**src/rtl/bsv_pkg.sv**
```systemverilog
package bsv_pkg;
  typedef enum logic [1:0] {
    ST_LOCKOUT    = 2'd0,
    ST_WAIT_LEVEL = 2'd1,
    ST_RESET_HOLD = 2'd2,
    ST_RUN        = 2'd3
  } sup_state_e;

  localparam int unsigned FLAG_PG     = 0;
  localparam int unsigned FLAG_REL    = 1;
  localparam int unsigned FLAG_UNLOCK = 2;
  localparam int unsigned FLAG_CUT    = 3;
  localparam int unsigned FLAG_VOK    = 4;
  localparam int unsigned NUM_FLAGS   = 5;
endpackage

```
**src/rtl/bsv_sync.sv**
```systemverilog
module bsv_sync #(
  parameter int unsigned WIDTH  = 1,
  parameter int unsigned STAGES = 2
) (
  input  logic             clk_i,
  input  logic             rst_ni,
  input  logic [WIDTH-1:0] d_i,
  output logic [WIDTH-1:0] q_o
);
  for (genvar b = 0; b < WIDTH; b++) begin : g_bit
    logic [STAGES-1:0] chain_q;
    always_ff @(posedge clk_i or negedge rst_ni) begin
      if (!rst_ni) chain_q <= '0;
      else         chain_q <= {chain_q[STAGES-2:0], d_i[b]};
    end
    assign q_o[b] = chain_q[STAGES-1];
  end
endmodule

```
**src/rtl/bsv_tick.sv**
```systemverilog
module bsv_tick #(
  parameter int unsigned PRESCALE = 6104
) (
  input  logic clk_i,
  input  logic rst_ni,
  output logic tick_o
);
  localparam int unsigned PW = (PRESCALE > 1) ? $clog2(PRESCALE) : 1;
  localparam logic [PW-1:0] LAST = PW'(PRESCALE - 1);

  logic [PW-1:0] cnt_q;

  always_ff @(posedge clk_i or negedge rst_ni) begin
    if (!rst_ni)            cnt_q <= '0;
    else if (cnt_q == LAST) cnt_q <= '0;
    else                    cnt_q <= cnt_q + 1'b1;
  end

  assign tick_o = (cnt_q == LAST);
endmodule

```
**src/rtl/bsv_glitch.sv**
```systemverilog
module bsv_glitch #(
  parameter int unsigned GLITCH_TICKS = 3
) (
  input  logic clk_i,
  input  logic rst_ni,
  input  logic tick_i,
  input  logic low_i,
  output logic bad_o
);
  localparam int unsigned GW = $clog2(GLITCH_TICKS + 1);
  localparam logic [GW-1:0] LAST = GW'(GLITCH_TICKS - 1);

  logic [GW-1:0] cnt_q;
  logic          bad_q;

  // low must persist across GLITCH_TICKS ticks before it is acted on
  always_ff @(posedge clk_i or negedge rst_ni) begin
    if (!rst_ni) begin
      cnt_q <= '0;
      bad_q <= 1'b0;
    end else if (!low_i) begin
      cnt_q <= '0;
      bad_q <= 1'b0;
    end else if (tick_i && !bad_q) begin
      if (cnt_q == LAST) bad_q <= 1'b1;
      else               cnt_q <= cnt_q + 1'b1;
    end
  end

  assign bad_o = bad_q;
endmodule

```
**src/rtl/batt_supervisor.sv**
```systemverilog
module batt_supervisor
  import bsv_pkg::*;
#(
  parameter int unsigned PRESCALE     = 6104,
  parameter int unsigned GLITCH_TICKS = 3,
  parameter int unsigned HOLD_TICKS   = 1639,
  parameter int unsigned SYNC_STAGES  = 2
) (
  input  logic clk_i,
  input  logic rst_ni,
  input  logic batt_pg_i,
  input  logic batt_rel_i,
  input  logic batt_unlock_i,
  input  logic batt_cut_i,
  input  logic vcore_ok_i,
  output logic pgood_o,
  output logic cpu_rst_o,
  output logic lockout_o,
  output logic reg_en_o
);
  localparam int unsigned HW = $clog2(HOLD_TICKS + 1);
  localparam logic [HW-1:0] HOLD_LAST = HW'(HOLD_TICKS - 1);

  logic [NUM_FLAGS-1:0] raw_flags, sync_flags;
  logic pg_s, rel_s, unlock_s, cut_s, vok_s;
  logic tick, supply_bad;

  assign raw_flags[FLAG_PG]     = batt_pg_i;
  assign raw_flags[FLAG_REL]    = batt_rel_i;
  assign raw_flags[FLAG_UNLOCK] = batt_unlock_i;
  assign raw_flags[FLAG_CUT]    = batt_cut_i;
  assign raw_flags[FLAG_VOK]    = vcore_ok_i;

  bsv_sync #(.WIDTH(NUM_FLAGS), .STAGES(SYNC_STAGES)) u_sync (
    .clk_i  (clk_i),
    .rst_ni (rst_ni),
    .d_i    (raw_flags),
    .q_o    (sync_flags)
  );

  assign pg_s     = sync_flags[FLAG_PG];
  assign rel_s    = sync_flags[FLAG_REL];
  assign unlock_s = sync_flags[FLAG_UNLOCK];
  assign cut_s    = sync_flags[FLAG_CUT];
  assign vok_s    = sync_flags[FLAG_VOK];

  bsv_tick #(.PRESCALE(PRESCALE)) u_tick (
    .clk_i  (clk_i),
    .rst_ni (rst_ni),
    .tick_o (tick)
  );

  bsv_glitch #(.GLITCH_TICKS(GLITCH_TICKS)) u_glitch (
    .clk_i  (clk_i),
    .rst_ni (rst_ni),
    .tick_i (tick),
    .low_i  (!vok_s),
    .bad_o  (supply_bad)
  );

  sup_state_e    state_q, state_d;
  logic [HW-1:0] hold_q, hold_d;

  always_comb begin
    state_d = state_q;
    hold_d  = hold_q;
    if (cut_s && state_q != ST_LOCKOUT) begin
      state_d = ST_LOCKOUT;
      hold_d  = '0;
    end else begin
      unique case (state_q)
        ST_LOCKOUT: begin
          if (unlock_s && !cut_s) state_d = ST_WAIT_LEVEL;
        end
        ST_WAIT_LEVEL: begin
          if (rel_s) begin
            state_d = ST_RESET_HOLD;
            hold_d  = '0;
          end
        end
        ST_RESET_HOLD: begin
          if (supply_bad) hold_d = '0;
          else if (tick) begin
            if (hold_q == HOLD_LAST) state_d = ST_RUN;
            else                     hold_d  = hold_q + 1'b1;
          end
        end
        ST_RUN: begin
          if (supply_bad) begin
            state_d = ST_RESET_HOLD;
            hold_d  = '0;
          end
        end
        default: state_d = ST_LOCKOUT;
      endcase
    end
  end

  always_ff @(posedge clk_i or negedge rst_ni) begin
    if (!rst_ni) begin
      state_q <= ST_LOCKOUT;
      hold_q  <= '0;
    end else begin
      state_q <= state_d;
      hold_q  <= hold_d;
    end
  end

  assign lockout_o = (state_q == ST_LOCKOUT);
  assign reg_en_o  = !lockout_o;
  assign cpu_rst_o = (state_q != ST_RUN);
  assign pgood_o   = pg_s && !lockout_o;
endmodule

```
**config.mk**
```make
export PLATFORM = sky130hd
export DESIGN_NAME = batt_supervisor
export DESIGN_NICKNAME = d
export VERILOG_FILES = /design/src/rtl/bsv_pkg.sv /design/src/rtl/bsv_sync.sv /design/src/rtl/bsv_tick.sv /design/src/rtl/bsv_glitch.sv /design/src/rtl/batt_supervisor.sv
export SDC_FILE = /design/constraint.sdc
export NUM_CORES = 1
export LEC_CHECK = 0
export ABC_AREA = 1
export ABC_CLOCK_PERIOD_IN_PS = 1700
export BUFFER_PORTS_ARGS = -buffer_cell sky130_fd_sc_hd__buf_2
export CAP_MARGIN = 20
export CORE_ASPECT_RATIO = 0.5
export CORE_MARGIN = 3
export CORE_UTILIZATION = 35
export CTS_CLUSTER_SIZE = 28
export DETAILED_ROUTE_END_ITERATION = 7
export SLEW_MARGIN = 20
export SYNTH_ARGS = -nofsm -noshare
export SYNTH_HDL_FRONTEND = slang
export SYNTH_SLANG_ARGS = --single-unit
```
**constraint.sdc**
```tcl
create_clock -name clk_i -period 1.7 [get_ports clk_i]
set_input_delay 0.34 -clock clk_i [delete_from_list [all_inputs] [get_ports clk_i]]
set_output_delay 0.34 -clock clk_i [all_outputs]
set_load 0.05 [all_outputs]
```
==> impl_metrics.ini <==
[run]
cap_violations = 0

[hold_path]
hold_end = u_sync.g_bit[4].chain_q[0]$_DFF_PN0_
holdCritPathClass = in2reg
hold_path.startpoint = vcore_ok_i
hold_path_depth = 1

[timing]
max_freq_mhz = 614
finalMaxSlewViolations = 0
setup_violations = 0
min_period_ns = 1.63
fin_crit_sh_pct = 95.8
hold_violations = 0
finalHoldWorstSlack_ns = 0.167
relSlewSlack_pct = 72.1
clock_skew_ns = 0.00468
worstMarginPinSlew_ns = 0.418

[die]
die_area_mm2 = 0.00697
row_count = 19
io_pins = 11
die_y_um = 60.6
die_width_um = 115
start_util_pct = 37.1
core-area_mm2 = 0.00561

[global_route]
busiest_layer = met2
antenna_found_initial = 0
grt_first_pass_wirelength_um = 7270
grt_usage_pct = 13.4
met3_usage_pct = 3.59
grtUsageMet1_pct = 16.9
grt_use_met2_pct = 22.6
grt_pass1_vias = 1633
grt_overflow = 0
grt_max_degree = 25

[critical_path]
r2r_end = hold_q[10]$_DFFE_PN0P_
crit_arrival_ns = 1.29
cpMostUsedCell = inv_2
cp_slowest_cell = dfrtp_1
worst-setup-path-type = reg2out
worstPathCellList = inv_2, nand2_4, inv_2, nor2_2, buf_2
endpoint_kind = output pin
r2r_cells = 10
reg2reg_slack_ns = 0.12
rr_startpoint = u_tick.cnt_q[0]$_DFF_PN0_
crit_buf_inv = 3
cp_top_family = flip-flops
cp_max_fo = 7
cpPeakStageDelay_ns = 0.47
start_kind = flip-flop
critical_path_required_ns = 1.36

[layout]
syn_to_final_growth_pct = 16.7
fillers = 551
mostFrequentLayoutCells = nand2_1 (56), inv_1 (38), dfrtp_1 (38)
final_common_cell = nand2_1
final_util_pct = 43.3
drive_gt1_share_pct = 19.1
antenna_cells = 0
fin_nets = 292

[clocking]
cts.sinks = 39
h-tree-depth = 2
cts_tree = built
path_clk_slew_ns = 0.06
root_buffer = clkbuf_16
cts_buffer_depth = 2
cts_buffers = 5
clock_latency_ns = 0.28

[logic_synthesis]
avgSynthCellArea_um2 = 8.01
synthCells = 260
syn_nets = 271
synth_edf_count = 0
async_reset_ff_share_pct = 100
ys_seq_area_share_pct = 46.8
ys_warn_count = 0
ys_ff_latch = 39
synth.largest_area_cell = dfrtp_1
yosysUniqueCellTypes = 27
syn_area_mm2 = 0.00208
yosys.area.top_type_share_pct = 46.8
yosys-top-cells-area = dfrtp_1 (47%), nand2_1 (10%), nand3_1 (8.2%)
synth_flop_cell = dfrtp_1

[power]
power.leakage_nw = 1.17
p_per_area_mw_per_mm2 = 1130
irDropWorstVdd_mv = 0.649
power_mw = 2.76

[placement]
gp_congestion = 0.927
portBuffers = 10
hpwl_um = 3060

[routing]
ant_nets = 0
drc = 0
vias_per_cell = 4.81
drt-total-wl_um = 4250
num_vias = 1706
firstDrtPassIters = 5
wl_per_cell_um = 12.0
drt_first_iter_violations = 60

[run_status]
outcome = finished, final reports clean
-- metal layers --
metal  share of wire (%)  wire (um)  up-vias
met3                 2.6        112        7
li1                    -          -      883
met5                   0          0        -
met1                  48       2050      794
met4                 1.8         78        0
met2                  47       2010       22
-- area by class of cell --
cell class | instances | area [um2] | area share [%]
Clock buffer | 5 | 125 | 5.15
Clock inverter | 3 | 20.0 | 0.823
Inverter | 43 | 166 | 6.85
Multi-Input combinational cell | 177 | 948 | 39.0
Sequential cell | 39 | 977 | 40.2
Tap cell | 73 | 91.3 | 3.76
Timing Repair Buffer | 15 | 103 | 4.22
-- where the power goes --
part | switching, mW | leakage [nW] | internal, mW
logic | 0.608 | 0.606 | 0.200
registers | 0.0651 | 0.501 | 0.987
clock network | 0.359 | 0.0658 | 0.539
-- per-stage QoR --
step	setup slack [ns]	area, um2	cells	setup TNS, ns
CTS	0.0449	2390	353	0
finish	0.0714	2430	355	0
global placement	0.0678	2240	344	0
detailed placement	0.0644	2240	344	0
floorplan	0.0983	2090	260	0
global route	-0.0371	2430	355	-0.0382
-- cell usage after synthesis (4+ instances only) --
cell	n
nand2_1	56
dfrtp_1	39
inv_1	38
nand3_1	34
nor2_1	23
o21ai_0	11
nor3_1	10
a21oi_1	6
nand4_1	6
ha_1	4
inv_2	4
nand2_2	4
nor2_2	4
o21ai_2	4
-- registers in the layout, indices dropped and copies added (netlist names) --
register,cells
u_tick.cnt_q,13
hold_q,11
u_sync.g_bit.chain_q,10
state_q,2
u_glitch.cnt_q,2
u_glitch.bad_o,1
-- cell families after synthesis --
family | Yosys count | share of synthesized area, %
xor+xnor | 2 | 0.841
flops | 39 | 46.8
compound gates | 24 | 6.79
simple gates | 146 | 33.9
buf+inv | 45 | 9.19
fa+ha+maj | 4 | 2.40
-- how the worst max path moves through the flow --
stage | from | end | slack [ns] | cells past startpoint
after CTS | u_tick.cnt_q[0]$_DFF_PN0_ | hold_q[10]$_DFFE_PN0P_ | 0.04 | 10
after global routing | hold_q[1]$_DFFE_PN0P_ | hold_q[10]$_DFFE_PN0P_ | -0.04 | 10
after floorplan | state_q[0]$_DFFE_PN0P_ | pgood_o | 0.1 | 4
after global placement | u_tick.cnt_q[0]$_DFF_PN0_ | hold_q[10]$_DFFE_PN0P_ | 0.07 | 10
final | state_q[0]$_DFFE_PN0P_ | pgood_o | 0.07 | 5
after detailed placement | u_tick.cnt_q[0]$_DFF_PN0_ | hold_q[10]$_DFFE_PN0P_ | 0.06 | 10
-- repair_timing --
item | in CTS | in global routing
setup endpoints to repair | 0 | 14
setup buffers | 0 | 1
hold buffers | 1 | 0
gates resized for setup | 0 | 5
endpoints found under the hold margin | 1 | 0
No activity file was read; power rests on OpenSTA's default activity.
